$ cat src/rtl/clk_mode_pkg.sv
package clk_mode_pkg;

  localparam int CFG_W  = 4;
  localparam int MODE_W = 2;

  typedef enum logic [MODE_W-1:0] {
    OPM_NORMAL = 2'b00,
    OPM_TEST   = 2'b01,
    OPM_SPREAD = 2'b10,
    OPM_HIZ    = 2'b11
  } opm_e;

  typedef struct packed {
    logic d1;
    logic d2;
    logic d4;
  } div_taps_t;

endpackage

$ cat src/rtl/clk_edge_div.sv
module clk_edge_div
  import clk_mode_pkg::*;
#(
  parameter int DIV_LOG2 = 2
) (
  input  logic      clk_i,
  input  logic      rst_ni,
  input  logic      src_i,
  input  logic      clr_i,
  output div_taps_t taps_o
);

  localparam int CNT_W = DIV_LOG2;

  logic             src_q;
  logic [CNT_W-1:0] cnt_q;
  logic             rise;

  assign rise = src_i & ~src_q;

  // preset to all ones so the first counted rise lands on zero: both taps go high
  always_ff @(posedge clk_i or negedge rst_ni) begin
    if (!rst_ni) begin
      src_q <= 1'b0;
      cnt_q <= '1;
    end else begin
      src_q <= src_i;
      if (clr_i)     cnt_q <= '1;
      else if (rise) cnt_q <= cnt_q + 1'b1;
    end
  end

  assign taps_o.d1 = src_q;
  assign taps_o.d2 = ~cnt_q[0];
  assign taps_o.d4 = ~cnt_q[CNT_W-1];


  div_clear_chk: assert property (@(posedge clk_i) disable iff (!rst_ni)
    clr_i |=> (!taps_o.d2 && !taps_o.d4));


  div_phase_chk: assert property (@(posedge clk_i) disable iff (!rst_ni)
    $rose(taps_o.d4) |-> $rose(taps_o.d2));


  div_hold_chk: assert property (@(posedge clk_i) disable iff (!rst_ni)
    (!rise && !clr_i) |=> $stable(taps_o.d2));

endmodule

$ cat src/rtl/clk_mode_ctrl.sv
module clk_mode_ctrl
  import clk_mode_pkg::*;
#(
  parameter int              N_SEL   = 2,
  parameter int              SEL_LSB = 2,
  parameter logic [N_SEL-1:0] SEL_RST = '1
) (
  input  logic                     clk_i,
  input  logic                     rst_ni,
  input  logic [SEL_LSB+N_SEL-1:0] cfg_i,
  output opm_e                     mode_o,
  output logic [N_SEL-1:0]         sel_o,
  output logic                     test_entry_o
);

  opm_e             mode_q;
  opm_e             mode_d;
  logic [N_SEL-1:0] sel_q;

  assign mode_d       = opm_e'(cfg_i[MODE_W-1:0]);
  assign test_entry_o = (mode_d == OPM_TEST) && (mode_q != OPM_TEST);

  always_ff @(posedge clk_i or negedge rst_ni) begin
    if (!rst_ni) begin
      mode_q <= OPM_NORMAL;
      sel_q  <= SEL_RST;
    end else begin
      mode_q <= mode_d;
      sel_q  <= cfg_i[SEL_LSB +: N_SEL];
    end
  end

  assign mode_o = mode_q;
  assign sel_o  = sel_q;


  entry_mode_chk: assert property (@(posedge clk_i) disable iff (!rst_ni)
    test_entry_o |=> (mode_o == OPM_TEST));

endmodule

$ cat src/rtl/clk_out_route.sv
module clk_out_route
  import clk_mode_pkg::*;
#(
  parameter int N_CPU  = 4,
  parameter int N_PCI  = 7,
  parameter int N_SDR  = 8,
  parameter int N_REF  = 3,
  parameter int N_APIC = 1,
  parameter int N_USB  = 2
) (
  input  logic              clk_i,
  input  logic              rst_ni,
  input  opm_e              mode_i,
  input  logic [N_USB-1:0]  sel_i,
  input  div_taps_t         tdiv_i,
  input  div_taps_t         cdiv_i,
  input  logic              ref_i,
  input  logic              c48_i,
  input  logic              c24_i,
  output logic [N_CPU-1:0]  cpu_clk_o,
  output logic [N_CPU-1:0]  cpu_oe_o,
  output logic [N_PCI-1:0]  pci_clk_o,
  output logic [N_PCI-1:0]  pci_oe_o,
  output logic [N_SDR-1:0]  sdr_clk_o,
  output logic [N_SDR-1:0]  sdr_oe_o,
  output logic [N_REF-1:0]  ref_clk_o,
  output logic [N_REF-1:0]  ref_oe_o,
  output logic [N_APIC-1:0] apic_clk_o,
  output logic [N_APIC-1:0] apic_oe_o,
  output logic [N_USB-1:0]  usb_clk_o,
  output logic [N_USB-1:0]  usb_oe_o,
  output logic              ss_o
);

  logic             cpu_n, pci_n, sdr_n, ref_n, apic_n, drv_n, ss_n;
  logic [N_USB-1:0] usb_n, usb_norm, usb_test;

  for (genvar j = 0; j < N_USB; j++) begin : g_usb
    assign usb_norm[j] = sel_i[j] ? c48_i     : c24_i;
    assign usb_test[j] = sel_i[j] ? tdiv_i.d2 : tdiv_i.d4;
  end

  always_comb begin
    cpu_n  = 1'b0;
    pci_n  = 1'b0;
    sdr_n  = 1'b0;
    ref_n  = 1'b0;
    apic_n = 1'b0;
    usb_n  = '0;
    drv_n  = 1'b0;
    ss_n   = 1'b0;
    unique case (mode_i)
      OPM_NORMAL, OPM_SPREAD: begin
        cpu_n  = cdiv_i.d1;
        sdr_n  = cdiv_i.d1;
        pci_n  = cdiv_i.d2;
        ref_n  = ref_i;
        apic_n = ref_i;
        usb_n  = usb_norm;
        drv_n  = 1'b1;
        ss_n   = (mode_i == OPM_SPREAD);
      end
      OPM_TEST: begin
        ref_n  = tdiv_i.d1;
        apic_n = tdiv_i.d1;
        cpu_n  = tdiv_i.d2;
        sdr_n  = tdiv_i.d2;
        pci_n  = tdiv_i.d4;
        usb_n  = usb_test;
        drv_n  = 1'b1;
      end
      default: ;
    endcase
  end

  always_ff @(posedge clk_i or negedge rst_ni) begin
    if (!rst_ni) begin
      cpu_clk_o  <= '0;
      cpu_oe_o   <= '0;
      pci_clk_o  <= '0;
      pci_oe_o   <= '0;
      sdr_clk_o  <= '0;
      sdr_oe_o   <= '0;
      ref_clk_o  <= '0;
      ref_oe_o   <= '0;
      apic_clk_o <= '0;
      apic_oe_o  <= '0;
      usb_clk_o  <= '0;
      usb_oe_o   <= '0;
      ss_o       <= 1'b0;
    end else begin
      cpu_clk_o  <= {N_CPU{cpu_n}};
      cpu_oe_o   <= {N_CPU{drv_n}};
      pci_clk_o  <= {N_PCI{pci_n}};
      pci_oe_o   <= {N_PCI{drv_n}};
      sdr_clk_o  <= {N_SDR{sdr_n}};
      sdr_oe_o   <= {N_SDR{drv_n}};
      ref_clk_o  <= {N_REF{ref_n}};
      ref_oe_o   <= {N_REF{drv_n}};
      apic_clk_o <= {N_APIC{apic_n}};
      apic_oe_o  <= {N_APIC{drv_n}};
      usb_clk_o  <= usb_n;
      usb_oe_o   <= {N_USB{drv_n}};
      ss_o       <= ss_n;
    end
  end


  hiz_quiet_chk: assert property (@(posedge clk_i) disable iff (!rst_ni)
    (mode_i == OPM_HIZ) |=> (cpu_oe_o == '0 && pci_oe_o == '0 && sdr_oe_o == '0 &&
                             ref_oe_o == '0 && apic_oe_o == '0 && usb_oe_o == '0 &&
                             cpu_clk_o == '0 && pci_clk_o == '0 && sdr_clk_o == '0 &&
                             ref_clk_o == '0 && apic_clk_o == '0 && usb_clk_o == '0));


  drive_on_chk: assert property (@(posedge clk_i) disable iff (!rst_ni)
    (mode_i != OPM_HIZ) |=> (&cpu_oe_o && &pci_oe_o && &sdr_oe_o &&
                             &ref_oe_o && &apic_oe_o && &usb_oe_o));


  ss_on_chk: assert property (@(posedge clk_i) disable iff (!rst_ni)
    (mode_i == OPM_SPREAD) |=> ss_o);


  ss_off_chk: assert property (@(posedge clk_i) disable iff (!rst_ni)
    (mode_i != OPM_SPREAD) |=> !ss_o);


  sdr_track_chk: assert property (@(posedge clk_i) disable iff (!rst_ni)
    (mode_i == OPM_NORMAL || mode_i == OPM_SPREAD) |=> (sdr_clk_o == {N_SDR{cpu_clk_o[0]}}));

endmodule

$ cat src/rtl/clk_mode_sel.sv
module clk_mode_sel
  import clk_mode_pkg::*;
#(
  parameter int N_CPU    = 4,
  parameter int N_PCI    = 7,
  parameter int N_SDR    = 8,
  parameter int N_REF    = 3,
  parameter int N_APIC   = 1,
  parameter int N_USB    = 2,
  parameter int DIV_LOG2 = 2
) (
  input  logic                      clk_i,
  input  logic                      rst_ni,
  input  logic [MODE_W+N_USB-1:0]   cfg_i,
  input  logic                      tclk_i,
  input  logic                      cpu_clk_i,
  input  logic                      ref_clk_i,
  input  logic                      clk48_i,
  input  logic                      clk24_i,
  output logic [N_CPU-1:0]          cpu_clk_o,
  output logic [N_CPU-1:0]          cpu_oe_o,
  output logic [N_PCI-1:0]          pci_clk_o,
  output logic [N_PCI-1:0]          pci_oe_o,
  output logic [N_SDR-1:0]          sdr_clk_o,
  output logic [N_SDR-1:0]          sdr_oe_o,
  output logic [N_REF-1:0]          ref_clk_o,
  output logic [N_REF-1:0]          ref_oe_o,
  output logic [N_APIC-1:0]         apic_clk_o,
  output logic [N_APIC-1:0]         apic_oe_o,
  output logic [N_USB-1:0]          usb_clk_o,
  output logic [N_USB-1:0]          usb_oe_o,
  output logic                      ss_en_o
);

  opm_e             mode;
  logic [N_USB-1:0] sel;
  logic             test_entry;
  div_taps_t        tdiv, cdiv;
  logic             ref_q, c48_q, c24_q;

  // match the one-cycle sampling latency of the dividers
  always_ff @(posedge clk_i or negedge rst_ni) begin
    if (!rst_ni) begin
      ref_q <= 1'b0;
      c48_q <= 1'b0;
      c24_q <= 1'b0;
    end else begin
      ref_q <= ref_clk_i;
      c48_q <= clk48_i;
      c24_q <= clk24_i;
    end
  end

  clk_mode_ctrl #(
    .N_SEL   (N_USB),
    .SEL_LSB (MODE_W),
    .SEL_RST ({N_USB{1'b1}})
  ) u_ctrl (
    .clk_i        (clk_i),
    .rst_ni       (rst_ni),
    .cfg_i        (cfg_i),
    .mode_o       (mode),
    .sel_o        (sel),
    .test_entry_o (test_entry)
  );

  clk_edge_div #(.DIV_LOG2(DIV_LOG2)) u_tdiv (
    .clk_i  (clk_i),
    .rst_ni (rst_ni),
    .src_i  (tclk_i),
    .clr_i  (test_entry),
    .taps_o (tdiv)
  );

  clk_edge_div #(.DIV_LOG2(DIV_LOG2)) u_cdiv (
    .clk_i  (clk_i),
    .rst_ni (rst_ni),
    .src_i  (cpu_clk_i),
    .clr_i  (1'b0),
    .taps_o (cdiv)
  );

  clk_out_route #(
    .N_CPU (N_CPU),
    .N_PCI (N_PCI),
    .N_SDR (N_SDR),
    .N_REF (N_REF),
    .N_APIC(N_APIC),
    .N_USB (N_USB)
  ) u_route (
    .clk_i      (clk_i),
    .rst_ni     (rst_ni),
    .mode_i     (mode),
    .sel_i      (sel),
    .tdiv_i     (tdiv),
    .cdiv_i     (cdiv),
    .ref_i      (ref_q),
    .c48_i      (c48_q),
    .c24_i      (c24_q),
    .cpu_clk_o  (cpu_clk_o),
    .cpu_oe_o   (cpu_oe_o),
    .pci_clk_o  (pci_clk_o),
    .pci_oe_o   (pci_oe_o),
    .sdr_clk_o  (sdr_clk_o),
    .sdr_oe_o   (sdr_oe_o),
    .ref_clk_o  (ref_clk_o),
    .ref_oe_o   (ref_oe_o),
    .apic_clk_o (apic_clk_o),
    .apic_oe_o  (apic_oe_o),
    .usb_clk_o  (usb_clk_o),
    .usb_oe_o   (usb_oe_o),
    .ss_o       (ss_en_o)
  );

endmodule

$ cat config.mk
export PLATFORM = sky130hd
export DESIGN_NAME = clk_mode_sel
export DESIGN_NICKNAME = d
export VERILOG_FILES = /design/src/rtl/clk_mode_pkg.sv /design/src/rtl/clk_edge_div.sv /design/src/rtl/clk_mode_ctrl.sv /design/src/rtl/clk_out_route.sv /design/src/rtl/clk_mode_sel.sv
export SDC_FILE = /design/constraint.sdc
export NUM_CORES = 1
export LEC_CHECK = 0
export BUFFER_PORTS_ARGS = -buffer_cell sky130_fd_sc_hd__buf_2
export CAP_MARGIN = 20
export CORE_UTILIZATION = 45
export CTS_CLUSTER_DIAMETER = 30
export DETAILED_ROUTE_END_ITERATION = 6
export PLACE_DENSITY_LB_ADDON = 0.25
export SYNTH_ARGS = -nofsm -noshare
export SYNTH_HDL_FRONTEND = slang
export SYNTH_SLANG_ARGS = --single-unit
$ cat constraint.sdc
create_clock -name clk_i -period 1.6 [get_ports clk_i]
set_input_delay 0.24 -clock clk_i [delete_from_list [all_inputs] [get_ports clk_i]]
set_output_delay 0.24 -clock clk_i [all_outputs]
set_load 0.01 [all_outputs]
==> flow_summary_export.csv <==
group,metric,value,unit
clock_tree,clock_latency,0.29,ns
cells_and_area,finalNetCount,123,
floorplanning,die_w,49.0,um
critical_path,cp.depth,1,
critical_path,crit_start,"u_route.usb_oe_o[0]",
floorplanning,io_pins,62,
drt,via_count,579,
global_route,first_global_vias,478,
drt,dr_wl_met3,93,um
floorplanning,start_util,49.1,%
drt,routed.top_layer,"met4",
timing,hold_viol,0,
critical_path,path_cells,"buf_2",
clock_tree,cts_setup_buffers,0,
timing,rsz0062_at_grt,"false",
critical_path,slowest_delay,0.65,ns
cells_and_area,fill_cells,196,
drt,wire_per_inst,10.2,um
timing,maxSlewHeadroom,68.2,%
yosys,yosys.area.top_type,"dfrtp_1",
yosys,synth_compound_area_share,2.27,%
critical_path,setup.worst_path.end_class,"output pin",
timing,worst_slew_pin_slew,0.478,ns
drt,wirelength,1400,um
critical_path,r2r_slack,0.48,ns
yosys,seq_area_frac_synth,48.5,%
drt,antenna_left,0,
critical_path,crit_end,"pci_oe_o[6]",
cells_and_area,seqCellArea,482,sq um
floorplanning,dieArea,0.00240,sq mm
clock_tree,htreeDepth,1,
critical_path,path_buf_inv,1,
critical_path,worst_path_dominant_cell_family,"flip-flops",
critical_path,worstReg2RegEnd,"u_route.usb_clk_o[0]",
critical_path,regToRegStartpoint,"u_ctrl.sel_o[0]",
timing,finalSetupTns,0,ns
placement,hpwl,1020,um
yosys,synthesis.area,993,sq um
critical_path,critPathSlowestCell,"dfrtp_1",
drt,drt_iter0_markers,6,
cells_and_area,multi_input_area,173,sq um
cells_and_area,postLayoutCellArea,0.00103,sq mm
hold_path,hold_class,"in -> reg",
yosys,syn_avg_cell_area,11.0,sq um
power_and_ir_drop,ir_drop,0.000675,V
critical_path,criticalPathCategory,"reg -> out",
floorplanning,row_count,16,
yosys,synth_simple_gate_area_share,7.05,%
cells_and_area,n_antenna_cell,0,
clock_tree,clockRootBuffer,"clkbuf_4",
timing,fin_worst_skew,0.00199,ns
floorplanning,coreArea,0.00202,sq mm
placement,gp_congestion,0.722,
global_route,grt_pass1_wl,2150,um
yosys,synthXorXnorAreaFrac,2.64,%
power_and_ir_drop,fin_total_pwr,0.00123,W
floorplanning,fp.dieH,49.0,um
critical_path,r2r_cells,2,
global_route,gr-total-overflow,0,
yosys,synth_cells,90,
critical_path,cp_max_fo,25,
global_route,antenna_found_initial,0,
critical_path,worst_ep_required_time,1.36,ns
yosys,synthAdderAreaFrac,0,%
timing,setup_viol,0,
clock_tree,clock-sinks,19,
critical_path,cp-start-kind,"flop",
drt,wl_met1,593,um
power_and_ir_drop,power_density,1190,mW/mm^2
yosys,synthTopCellsByArea,"dfrtp_1 35%, buf_4 33%, dfstp_2 13%",
yosys,synth_top_family_by_area,"buffers and inverters",
cells_and_area,area_growth,4.03,%
timing,finalWorstSetupSlack,0.192,ns
placement,portBuffers,61,
drt,dr.pass1.iters,3,
yosys,synth_top_area_share,35.3,%
timing,holdWs,0.0344,ns
clock_tree,cts_made_buffers,3,
power_and_ir_drop,p_leak,0.541,nW
timing,slew_violations,0,
drt,drc,0,
drt,wl_met2,675,um
timing,max_clock_freq,710,MHz
run,drv_cap,0,
clock_tree,clockBufferDepth,2,
critical_path,cp.arrival,1.17,ns
outcome,status,"completed",
placement,dp_slack,0.493,ns
global_route,grt_max_degree,26,
yosys,synth_mux_area_share,5.42,%
cells_and_area,drive_gt1_share,64.9,%
clock_tree,cts.clk_slew.worst_paths,0.10,ns
yosys,yosysWarnings,0,
drt,viasPerCell,4.20,
placement,placed_area,997,sq um
clock_tree,cts_tree,"built",
timing,min_period_over_period,88.0,%
timing,fin_crit,1.41,ns
yosys,syn_nets,101,
global_route,grtUsageTotal,12.5,%
yosys,synthDistinctLibCells,16,
yosys,ys_ff_latch,19,
[sequential cells by signal (all words and copies together), names as in the netlist]
signal	flops
u_route.usb_clk_o	2
u_tdiv.cnt_q	2
ref_q	1
u_route.usb_oe_o	1
u_cdiv.cnt_q	1
u_route.pci_clk_o	1
u_route.ref_clk_o	1
u_ctrl.sel_o	2
c24_q	1
u_route.ss_o	1
u_cdiv.src_q	1
u_ctrl.mode_o	2
c48_q	1
u_tdiv.src_q	1
u_route.sdr_clk_o	1
[what timing repair did]
action,in CTS,in global routing
endpoints found under the hold margin,14,0
gates resized for setup,0,0
hold buffers,1,0
[layout make-up]
| type | instances | share of cell area, % |
|---|---|---|
| inverters | 1 | 0.363 |
| multi-input cells | 25 | 16.7 |
| clock buffers | 4 | 2.54 |
| repair buffers | 62 | 30.5 |
| well taps | 27 | 3.27 |
| flip-flops and latches | 19 | 46.6 |
[stage by stage]
stage          utilization, %  cells
5_1_grt                  51.1    138
2_1_floorplan               -     90
4_1_cts                  51.1    138
3_3_place_gp             49.3    133
3_5_place_dp             49.3    133
6_report                 51.1    138
[cell usage after synthesis]
cell type and instances:
buf_4 44, xor2_1 1, o21ai_0 2, dfstp_2 5, mux2_2 3, nor2b_1 2
nand2_1 4, nand2b_1 2, nand3b_1 3, o22ai_1 2, xnor2_1 2, buf_2 1
mux2i_1 2, dfrtp_1 14, nor2_1 2, inv_1 1
[how the worst min path moves through the flow]
stage                         from                    to  slack (ns)  depth (start not counted)
after floorplan             rst_ni                 c24_q       -0.06                          0
after global placement      rst_ni  u_route.sdr_clk_o[0]        0.20                          1
after detailed placement    rst_ni  u_route.sdr_clk_o[0]        0.19                          1
after CTS                 cfg_i[2]       u_ctrl.sel_o[0]        0.02                          1
after global routing      cfg_i[2]       u_ctrl.sel_o[0]        0.01                          1
final                     cfg_i[2]       u_ctrl.sel_o[0]        0.03                          1
[layout by cell type, fill, tap and decap left out, drive strengths merged]
master and count:
mux2i 2, xor2 1, xnor2 2, inv 1, dfrtp 14, clkbuf 4
dlygate4sd3 1, nand2 4, o22ai 2, nor2b 2, nor2 2, nand3b 3
mux2 3, buf 61, o21ai 2, dfstp 5, nand2b 2
[kinds of logic after synthesis]
group / Yosys count
mux: 5
buf+inv: 46
flops: 19
compound gates: 4
xor+xnor: 3
simple gates: 13
[power breakdown]
part / leakage [nW] / switching (W) / internal (W)
clock: 0.0150 / 0.000140 / 0.0000971
sequential: 0.220 / 0.0000730 / 0.000574
combinational: 0.305 / 0.000175 / 0.000169
[metal layers]
metal | track usage [%] | vias up
li1 | - | 283
met2 | 21.5 | 39
met4 | 10.3 | 0
met5 | 0 | -
met3 | 2.80 | 4
met1 | 12.8 | 253
Power figures use the tool's default switching activity.
